**config.mk**
```make
export PLATFORM = sky130hd
export DESIGN_NAME = cache_maint_seq
export DESIGN_NICKNAME = d
export VERILOG_FILES = /design/src/rtl/cmaint_pkg.sv /design/src/rtl/cmaint_decode.sv /design/src/rtl/cmaint_tag_cmp.sv /design/src/rtl/cmaint_wb_pick.sv /design/src/rtl/cache_maint_seq.sv
export SDC_FILE = /design/constraint.sdc
export NUM_CORES = 2
export LEC_CHECK = 0
export BUFFER_PORTS_ARGS = -buffer_cell sky130_fd_sc_hd__buf_2
export CAP_MARGIN = 30
export CORE_AREA = 5 5 376 378
export DETAILED_ROUTE_END_ITERATION = 16
export DIE_AREA = 0 0 381 383
export SLEW_MARGIN = 20
export SYNTH_ARGS = -nofsm -noshare
export SYNTH_HDL_FRONTEND = slang
export SYNTH_SLANG_ARGS = --single-unit
```
**constraint.sdc**
```tcl
create_clock -name clk -period 2.9 [get_ports clk]
set_input_delay 0.29 -clock clk [delete_from_list [all_inputs] [get_ports clk]]
set_output_delay 0.29 -clock clk [all_outputs]
set_load 0.01 [all_outputs]
```
**src/rtl/cmaint_pkg.sv**
```systemverilog
package cmaint_pkg;

  localparam int REG_COUNT = 8;

  typedef enum logic [1:0] {
    SC_LINE = 2'd0,
    SC_PAGE = 2'd1,
    SC_ALL  = 2'd2
  } scope_e;

  typedef struct packed {
    logic [1:0] caches;
    scope_e     scope;
    logic       push;
    logic [2:0] reg_sel;
  } maint_op_t;

  typedef enum logic [3:0] {
    ST_IDLE,
    ST_PICK,
    ST_RD,
    ST_WAIT,
    ST_CMP,
    ST_WB,
    ST_INV,
    ST_STEP,
    ST_DONE
  } seq_state_e;

endpackage

```
**src/rtl/cmaint_decode.sv**
```systemverilog
module cmaint_decode
  import cmaint_pkg::*;
#(
  parameter int ADDR_W     = 32,
  parameter int PAGE_SMALL = 4096,
  parameter int PAGE_LARGE = 8192,
  parameter int LINE_BYTES = 16,
  parameter int STEP_W     = 10
) (
  input  logic [15:0]                 opcode,
  input  logic [REG_COUNT*ADDR_W-1:0] areg_flat,
  input  logic                        page8k,
  output maint_op_t                   op_o,
  output logic [ADDR_W-1:0]           base_o,
  output logic [STEP_W-1:0]           steps_o
);

  localparam int STEPS_S = PAGE_SMALL / LINE_BYTES;
  localparam int STEPS_L = PAGE_LARGE / LINE_BYTES;
  localparam logic [ADDR_W-1:0] SPAN_S    = ADDR_W'(PAGE_SMALL);
  localparam logic [ADDR_W-1:0] SPAN_L    = ADDR_W'(PAGE_LARGE);
  localparam logic [ADDR_W-1:0] SPAN_LINE = ADDR_W'(LINE_BYTES);

  logic [ADDR_W-1:0] sel_addr;
  logic [ADDR_W-1:0] span;

  always_comb begin
    op_o.caches  = opcode[7:6];
    op_o.push    = opcode[5];
    op_o.reg_sel = opcode[2:0];
    case (opcode[4:3])
      2'b11:   op_o.scope = SC_ALL;
      2'b10:   op_o.scope = SC_PAGE;
      default: op_o.scope = SC_LINE;
    endcase

    sel_addr = areg_flat[opcode[2:0]*ADDR_W +: ADDR_W];

    if (op_o.scope == SC_PAGE) begin
      span    = page8k ? SPAN_L : SPAN_S;
      steps_o = page8k ? STEP_W'(STEPS_L) : STEP_W'(STEPS_S);
    end else begin
      span    = SPAN_LINE;
      steps_o = STEP_W'(1);
    end
    base_o = sel_addr & ~(span - ADDR_W'(1));
  end

endmodule

```
**src/rtl/cmaint_tag_cmp.sv**
```systemverilog
module cmaint_tag_cmp #(
  parameter int WAYS  = 4,
  parameter int TAG_W = 22
) (
  input  logic [WAYS-1:0]       way_valid,
  input  logic [WAYS*TAG_W-1:0] way_tags,
  input  logic [TAG_W-1:0]      probe_tag,
  output logic [WAYS-1:0]       hit
);

  for (genvar w = 0; w < WAYS; w++) begin : g_way
    assign hit[w] = way_valid[w] && (way_tags[w*TAG_W +: TAG_W] == probe_tag);
  end

endmodule

```
**src/rtl/cmaint_wb_pick.sv**
```systemverilog
module cmaint_wb_pick #(
  parameter int N     = 16,
  parameter int IDX_W = 4
) (
  input  logic [N-1:0]     pending,
  output logic             any,
  output logic [IDX_W-1:0] idx
);

  always_comb begin
    idx = '0;
    for (int i = N - 1; i >= 0; i--) begin
      if (pending[i]) idx = IDX_W'(i);
    end
    any = |pending;
  end

endmodule

```
**src/rtl/cache_maint_seq.sv**
```systemverilog
module cache_maint_seq
  import cmaint_pkg::*;
#(
  parameter int ADDR_W     = 32,
  parameter int DATA_W     = 32,
  parameter int WAYS       = 4,
  parameter int SETS       = 64,
  parameter int PAGE_SMALL = 4096,
  parameter int PAGE_LARGE = 8192,
  localparam int LINE_BYTES = 16,
  localparam int LWS        = LINE_BYTES / (DATA_W / 8),
  localparam int OFF_W      = $clog2(LINE_BYTES),
  localparam int SET_W      = $clog2(SETS),
  localparam int TAG_W      = ADDR_W - SET_W - OFF_W
) (
  input  logic                        clk,
  input  logic                        rst,
  input  logic                        start,
  input  logic [15:0]                 opcode,
  input  logic [REG_COUNT*ADDR_W-1:0] areg_flat,
  input  logic                        page8k,
  output logic                        busy,
  output logic                        done,
  output logic                        fetch_buf_kill,
  output logic                        arr_sel,
  output logic                        arr_rd_en,
  output logic [SET_W-1:0]            arr_rd_set,
  input  logic [WAYS-1:0]             arr_rd_valid,
  input  logic [WAYS*TAG_W-1:0]       arr_rd_tag,
  input  logic [WAYS*LWS-1:0]         arr_rd_dirty,
  input  logic [WAYS*LWS*DATA_W-1:0]  arr_rd_data,
  output logic                        arr_wr_en,
  output logic [SET_W-1:0]            arr_wr_set,
  output logic [WAYS-1:0]             arr_wr_ways,
  output logic                        arr_clr_all,
  output logic                        mem_wr_en,
  output logic [ADDR_W-1:0]           mem_wr_addr,
  output logic [DATA_W-1:0]           mem_wr_data,
  input  logic                        mem_wr_ready
);

  localparam int NPEND  = WAYS * LWS;
  localparam int PIDX_W = $clog2(NPEND);
  localparam int LW_W   = $clog2(LWS);
  localparam int BSH    = $clog2(DATA_W / 8);
  localparam int STEP_W = $clog2(PAGE_LARGE / LINE_BYTES) + 1;

  seq_state_e                state;
  maint_op_t                 op_q;
  logic [ADDR_W-1:0]         base_q;
  logic [STEP_W-1:0]         nsteps_q;
  logic [STEP_W-1:0]         step_q;
  logic [ADDR_W-1:0]         line_addr_q;
  logic [1:0]                left_q;
  logic [WAYS-1:0]           hit_q;
  logic [NPEND-1:0]          pend_q;
  logic [NPEND*DATA_W-1:0]   data_q;

  maint_op_t                 dec_op;
  logic [ADDR_W-1:0]         dec_base;
  logic [STEP_W-1:0]         dec_steps;
  logic [WAYS-1:0]           hit_now;
  logic [NPEND-1:0]          pend_now;
  logic                      pick_any;
  logic [PIDX_W-1:0]         pick_idx;
  logic [SET_W-1:0]          cur_set;
  logic [TAG_W-1:0]          cur_tag;

  assign cur_set = line_addr_q[OFF_W +: SET_W];
  assign cur_tag = line_addr_q[ADDR_W-1 -: TAG_W];

  cmaint_decode #(
    .ADDR_W(ADDR_W), .PAGE_SMALL(PAGE_SMALL), .PAGE_LARGE(PAGE_LARGE),
    .LINE_BYTES(LINE_BYTES), .STEP_W(STEP_W)
  ) u_dec (
    .opcode(opcode), .areg_flat(areg_flat), .page8k(page8k),
    .op_o(dec_op), .base_o(dec_base), .steps_o(dec_steps)
  );

  cmaint_tag_cmp #(.WAYS(WAYS), .TAG_W(TAG_W)) u_cmp (
    .way_valid(arr_rd_valid), .way_tags(arr_rd_tag),
    .probe_tag(cur_tag), .hit(hit_now)
  );

  cmaint_wb_pick #(.N(NPEND), .IDX_W(PIDX_W)) u_pick (
    .pending(pend_q), .any(pick_any), .idx(pick_idx)
  );

  for (genvar w = 0; w < WAYS; w++) begin : g_pend_way
    for (genvar l = 0; l < LWS; l++) begin : g_pend_lw
      assign pend_now[w*LWS+l] = op_q.push && hit_now[w] && arr_rd_dirty[w*LWS+l];
    end
  end

  always_ff @(posedge clk) begin
    if (rst) begin
      state          <= ST_IDLE;
      op_q           <= '0;
      base_q         <= '0;
      nsteps_q       <= '0;
      step_q         <= '0;
      line_addr_q    <= '0;
      left_q         <= '0;
      hit_q          <= '0;
      pend_q         <= '0;
      data_q         <= '0;
      busy           <= 1'b0;
      done           <= 1'b0;
      fetch_buf_kill <= 1'b0;
      arr_sel        <= 1'b0;
      arr_rd_en      <= 1'b0;
      arr_rd_set     <= '0;
      arr_wr_en      <= 1'b0;
      arr_wr_set     <= '0;
      arr_wr_ways    <= '0;
      arr_clr_all    <= 1'b0;
      mem_wr_en      <= 1'b0;
      mem_wr_addr    <= '0;
      mem_wr_data    <= '0;
    end else begin
      done           <= 1'b0;
      fetch_buf_kill <= 1'b0;
      arr_rd_en      <= 1'b0;
      arr_wr_en      <= 1'b0;
      arr_clr_all    <= 1'b0;

      case (state)
        ST_IDLE: begin
          if (start) begin
            op_q           <= dec_op;
            base_q         <= dec_base;
            nsteps_q       <= dec_steps;
            left_q         <= dec_op.caches;
            busy           <= 1'b1;
            fetch_buf_kill <= 1'b1;
            state          <= ST_PICK;
          end
        end

        ST_PICK: begin
          if (left_q == 2'b00) begin
            state <= ST_DONE;
          end else begin
            arr_sel <= ~left_q[0];
            left_q  <= left_q[0] ? {left_q[1], 1'b0} : 2'b00;
            if (op_q.scope == SC_ALL) begin
              arr_clr_all <= 1'b1;
            end else begin
              line_addr_q <= base_q;
              step_q      <= '0;
              state       <= ST_RD;
            end
          end
        end

        ST_RD: begin
          arr_rd_en  <= 1'b1;
          arr_rd_set <= cur_set;
          state      <= ST_WAIT;
        end

        ST_WAIT: state <= ST_CMP;

        ST_CMP: begin
          hit_q  <= hit_now;
          pend_q <= pend_now;
          data_q <= arr_rd_data;
          if (hit_now == '0)      state <= ST_STEP;
          else if (pend_now != '0) state <= ST_WB;
          else                    state <= ST_INV;
        end

        ST_WB: begin
          if (mem_wr_en && !mem_wr_ready) begin
            mem_wr_en <= 1'b1;
          end else if (pick_any) begin
            mem_wr_en        <= 1'b1;
            mem_wr_addr      <= line_addr_q + (ADDR_W'(pick_idx[LW_W-1:0]) << BSH);
            mem_wr_data      <= data_q[pick_idx*DATA_W +: DATA_W];
            pend_q[pick_idx] <= 1'b0;
          end else begin
            mem_wr_en <= 1'b0;
            state     <= ST_INV;
          end
        end

        ST_INV: begin
          arr_wr_en   <= 1'b1;
          arr_wr_set  <= cur_set;
          arr_wr_ways <= hit_q;
          state       <= ST_STEP;
        end

        ST_STEP: begin
          if (step_q == nsteps_q - STEP_W'(1)) begin
            state <= ST_PICK;
          end else begin
            step_q      <= step_q + STEP_W'(1);
            line_addr_q <= line_addr_q + ADDR_W'(LINE_BYTES);
            state       <= ST_RD;
          end
        end

        ST_DONE: begin
          busy  <= 1'b0;
          done  <= 1'b1;
          state <= ST_IDLE;
        end

        default: state <= ST_IDLE;
      endcase
    end
  end

endmodule

```
### Yosys cells after proc, flatten, opt, wreduce, memory -nomap -nowiden

Index checks and enable logic that the tools add are counted.

* bits of input ports: 897
* register bits: 713
* output and inout bits: 88
* word-level logic and storage cells: 172

* bitwise operators: 9
* equal/unequal tests: 26
* add/subtract/negate cells: 5
* reduce and logical (&&, ||, !) cells: 47
* mux-type cells: 56
* shift operators: 2
* order comparisons: 2

Operator list (count)
* $shiftx 512x10->32: 1
* $shiftx 256x9->32: 1
* $mux 32: 4
* $eq 22x22->1: 4
* $mux 4: 21
* $pmux 32 s2: 1
* $mux 10: 5
* $add 32x4->32: 1
* $add 32x5->32 const B: 1
* $and 32x32->32: 1
* $mux 16: 2
* $not 32->32: 1
* $pmux 16 s2: 1
* $pmux 4 s8: 1
* $sub 32x1->32 const B: 1
* $logic_and 1x1->1: 26
* $pmux 10 s2: 1
* $and 16x16->16: 1
* $eq 4x3->1 const B: 4
* $ne 2x2->1 const B: 8
* $not 16->16: 1
* $reduce_bool 16->1: 1
* $reduce_or 16->1: 1
* $mux 14: 1
* other kinds (26): 57

### Depth between registers and ports, before layout

* word-level depth: 25
* gate-level depth with buffers: 12
* gate-level depth less buffers: 9

### Hierarchy

From an unflattened synthesis, not the netlist that was laid out.

* cell total of the unflattened synthesis: 3905
* area total of the unflattened synthesis: 33408.3 um^2

Modules (own cells, without submodules)
* cache_maint_seq: area an instance 30197.7 um^2, cells each 3585, seq. area each 14273.7 um^2, times used 1
* cmaint_decode: area an instance 2049.5 um^2, cells each 165, seq. area each 0.0 um^2, times used 1
* cmaint_tag_cmp: area an instance 984.7 um^2, cells each 121, seq. area each 0.0 um^2, times used 1
* cmaint_wb_pick: area an instance 176.4 um^2, cells each 34, seq. area each 0.0 um^2, times used 1

### Worst setup path after synthesis

OpenSTA, ideal clock, no wires.

* path type: flip-flop to flip-flop
* from: register pend_q[14]
* to: register mem_wr_data[11]
* period minus slack after synthesis: 2.231 ns
* slack: 0.669 ns
* cell stages (with the launch flop): 10
* arrival time: 2.097 ns
* cell sequence: dfxtp_1 -> nand2b_1 -> a221oi_2 -> o211ai_4 -> nand2_2 -> buf_6 -> buf_6 -> mux2_4 -> a2111oi_2 -> a31oi_1

* longest elaborated chain between the ends: 16
* elaborated cells on any way between the ends: 18
* those cells by class: 1 x shift; 15 x mux; 2 x reduce/logical

Ends and longest elaborated chain
* start: declaration: RTL line cache_maint_seq.sv:56 `logic [NPEND-1:0] pend_q;`
* start signal: assignment: RTL line cache_maint_seq.sv:166 `pend_q <= pend_now;`
* $mux 4 (15 in series): RTL line cmaint_wb_pick.sv:13 `if (pending[i]) idx = IDX_W'(i);`
* $shiftx 512x10->32: RTL line cache_maint_seq.sv:179 `mem_wr_data <= data_q[pick_idx*DATA_W +: DATA_W];`
* end signal: assignment: RTL line cache_maint_seq.sv:179
* end: declaration: RTL line cache_maint_seq.sv:38 `output logic [DATA_W-1:0] mem_wr_data,`

Several ways; a longest one is shown, not always the timed one.
A chain may end at the register's enable or synchronous reset.

### Worst setup path after layout

* from: register pend_q[5]
* to: register mem_wr_data[24]

* longest elaborated chain between the ends: 7
* elaborated cells on any way between the ends: 9
* those cells by class: 1 x shift; 6 x mux; 2 x reduce/logical

Ends and longest elaborated chain (RTL line)
* $mux 4 (6 in series): cmaint_wb_pick.sv:13
* $shiftx 512x10->32: cache_maint_seq.sv:179

Several ways; a longest one is shown, not always the timed one.

==> metrics.csv <==
stage,metric,value,unit
clocking,Inserted Clock Buffers,84,
power,P_leak,0.0181,uW
yosys,post-synthesis async set-or-reset flop share,0,
critical_path,buffers plus inverters on the worst setup path,1,
yosys,Yosys reg bits,696,
global_routing,gr usage total,0.255,
floorplanning,core area,137000,sq um
floorplanning,Die ar.,146000,sq um
clocking,clk slew on worst S/H paths,60,ps
power,IR Drop Worst-Case VDD,410,uV
hold_path,Hold Path Class,input port to flop,
critical_path,CP cell instances,or3_4 -> o211ai_4 -> nand2_4 -> buf_12 -> a211oi_1 -> a311o_1 -> a31oi_1,
yosys,post-synthesis cell count,4154,
placed_design,placed cell area,40300,sq um
critical_path,crit-path max FO,41,
routing,Initial DRT Pass Iterations,6,
routing,DRC,0,
sta,Tmin final,2910,ps
critical_path,kind of critical path,flop to flop,
yosys,largest area contributor in the netlist,dfxtp_1,
clocking,setup bufs post-CTS,0,
critical_path,Crit. End Element,flop,
outcome,status,finished with violations,
global_routing,grt ovf,0,
yosys,synth warn,0,
sta,fmax,0.344,GHz
sta,Clock Skews,64.0,ps
clocking,htree depth,3,
clocking,Skew-Pair Late Insertion Delay,710,ps
sta,worst setup margin,-5.12,ps
yosys,"EDFF count, synth",0,
floorplanning,Initial Util,0.240,
layout,Final nets,6482,
global_routing,GR peak layer,met2,
sta,Max Slew Vio Count,0,
critical_path,Worst path max stage delay,550,ps
global_routing,grt met3 use,0.0571,
routing,total wire length,196,mm
clocking,CTS tree,yes,
routing,Vias/cell,5.03,
routing,Avg WL per Cell,26.1,um
global_routing,first-pass GRT wire length,269,mm
floorplanning,die width,381,um
yosys,sequential share of the synthesized area,0.424,
global_routing,met1 usage,0.316,
critical_path,CP max stage cell,a211oi_1,
layout,final instance area,49100,sq um
clocking,Clock Path Buffers,3,
sta,Final Hold Viols,0,
sta,Slew HR,0.351,
critical_path,Critical Path Start Type,flop,
sta,unrepaired setup endpoints after global routing,false,
sta,Tightest Pin Transition,974,ps
placed_design,post-detail-place hpwl,152,mm
global_routing,largest net degree at the start of global routing,170,
critical_path,Worst EP arrival,3490,ps
critical_path,cell family with most CP delay,compound AO/OA/AOI/OAI gates,
yosys,Yosys cell types,85,
layout,share of cells above drive strength 1,0.253,
routing,routed vias,37695,
clocking,CTS sink count,696,
sta,Final Cycle Share,1.00,
yosys,Yosys top cell area share,0.424,
sta,Setup Viol. Count Final,1,
floorplanning,I/O pin count,985,
routing,DRT iter0 DRCs,3487,
floorplanning,Die H,383,um
yosys,Post-Synthesis Mean Instance Area,7.91,sq um
run,max-cap violations,0,
clocking,root buffer cell,clkbuf_16,
placed_design,Port Buffer Count,942,
layout,fin util,0.358,
global_routing,met2 Track Usage GR,0.414,
yosys,"top cells by area, synth","dfxtp_1 42%, nand2_1 14%, a21oi_1 10%",
power,PwrDens,492,nW/um^2
global_routing,initial antenna violation count,81,
yosys,Synth Flop Type,dfxtp_1,
floorplanning,FP Rows,136,
placed_design,Final Wtd Congestion,0.945,
global_routing,vias in the first global route,36688,
routing,Routed Antenna Nets,0,
outcome,failing checks,setup timing,
layout,Layout area overhead,49.4,%
yosys,Syn Std Cell Area,32900,sq um
critical_path,Worst Path Required,3480,ps
==> cells by family (layout without fill, tap and decap cells) <==
family | Yosys count | in the layout | share of synthesized area
AND/OR/NAND/NOR | 1676 | 1676 | 0.212
AO/OA/AOI/OAI | 1081 | 1081 | 0.198
flip-flops | 696 | 696 | 0.424
buffers and inverters | 381 | 1872 | 0.0500
multiplexers | 203 | 203 | 0.0853
XOR/XNOR | 112 | 112 | 0.0298
adder cells (fa/ha/maj) | 4 | 4 | 0.00152
other | 1 | 57 | 0.000114
==> cell usage after synthesis (8+ instances only) <==
master and instances:
nand2_1 1225, dfxtp_1 696, a21oi_1 662, clkbuf_1 238, nor2_1 146, mux2i_1 128, nand3_1 94, o21ai_0 93
buf_2 86, xnor2_1 84, a211oi_1 77, mux4_2 56, nand4_1 53, and3_1 49, o211ai_1 43, a31oi_1 30
nor3_1 30, xor2_1 28, buf_1 24, nor4_1 23, a311o_1 21, o22a_1 20, buf_4 16, a2111oi_2 13
mux2_4 13, o22ai_1 12, o21ai_1 11, inv_1 9, nor2b_1 9, a22oi_1 8, o221ai_1 8
==> registers in the layout, indices dropped and copies added, names as in the netlist, 2 cells and up <==
register / count
op_q: 3
state: 4
mem_wr_data: 32
nsteps_q: 3
left_q: 2
step_q: 10
line_addr_q: 28
arr_wr_set: 6
base_q: 28
pend_q: 16
arr_wr_ways: 4
arr_rd_set: 6
data_q: 512
mem_wr_addr: 30
hit_q: 4
==> tightest hold or removal path: stages <==
cell      delay (ps)
buf_2            100
nand2b_1         170
nor3_1            60
a21oi_1          120
nor2_1            50
==> timing repair <==
| item | CTS | global route |
|---|---|---|
| endpoints found under the hold margin | 537 | 0 |
| pin swaps | 0 | 1 |
| setup endpoints to repair | 9 | 10 |
| hold buffers | 564 | 0 |
| gates resized for setup | 4 | 6 |
==> path summary, 6_finish.rpt <==
| kind | startpoint | slack, ps | depth (start not counted) | end |
|---|---|---|---|---|
| setup / recovery | pend_q[5] | -5 | 7 | mem_wr_data[24] |
| hold / removal | opcode[3] | 150 | 5 | nsteps_q[8] |
| setup reg to reg | pend_q[5] | -5 | 7 | mem_wr_data[24] |
| hold reg to reg | mem_wr_addr[11] | 450 | 2 | mem_wr_addr[11] |
==> cell type report <==
type / count / area, sq um
Clock buffer: 108 / 2330
Antenna cell: 54 / 135
Timing Repair Buffer: 1709 / 12300
Multi-Input combinational cell: 3079 / 17500
Tap cell: 1794 / 2240
Fill cell: 14190 / 88000
Clock inverter: 44 / 674
Sequential cell: 696 / 13900
Inverter: 11 / 41.3
==> per-stage QoR <==
step	hold WS, ps	worst slack (ps)	std cells	total power (uW)	TNS (ps)
2_1_floorplan	426	669	4156	11000	0
3_3_place_gp	438	-85.1	6724	12100	-413
3_5_place_dp	444	-88.7	6725	12200	-405
4_1_cts	90.6	8.92	7441	24400	0
5_1_grt	170	12.9	7478	25000	0
6_report	152	-5.12	7495	24200	-5.12
==> layer usage <==
layer	share of wire	up-vias
met5	0.00088	-
met4	0.060	28
met3	0.076	455
met2	0.46	1864
met1	0.41	18010
li1	-	17338
==> cells in the final DEF, fill, tap and decap left out, types with 9 or more instances in the layout <==
cell / netlist / layout
nor3_1: 30 / 29
a211oi_1: 77 / 70
clkbuf_1: 238 / 10
buf_4: 16 / 170
o21ai_1: 11 / 10
nor4_1: 23 / 21
nand4_1: 53 / 53
mux2i_1: 128 / 128
nor2_1: 146 / 144
a31oi_1: 30 / 30
clkbuf_16: 0 / 84
xor2_1: 28 / 28
buf_2: 86 / 941
o22ai_1: 12 / 12
a2111oi_2: 13 / 13
nand2_1: 1225 / 1224
mux4_2: 56 / 56
dfxtp_1: 696 / 696
buf_12: 0 / 32
inv_1: 9 / 9
a311o_1: 21 / 21
clkbuf_8: 0 / 14
o21ai_0: 93 / 93
bufinv_16: 0 / 12
o22a_1: 20 / 20
diode_2: 0 / 54
mux2_4: 13 / 13
clkinv_2: 0 / 15
xnor2_1: 84 / 84
a21oi_1: 662 / 662
o211ai_1: 43 / 43
and3_1: 49 / 48
nand3_1: 94 / 93
dlygate4sd3_1: 0 / 564
==> where the power goes <==
group	switching (uW)	internal [uW]	total (uW)
sequential	137	9730	9870
clock	4720	6830	11500
combinational	1300	1450	2750
total	6150	18000	24200
No activity file was read; power rests on OpenSTA's default activity.
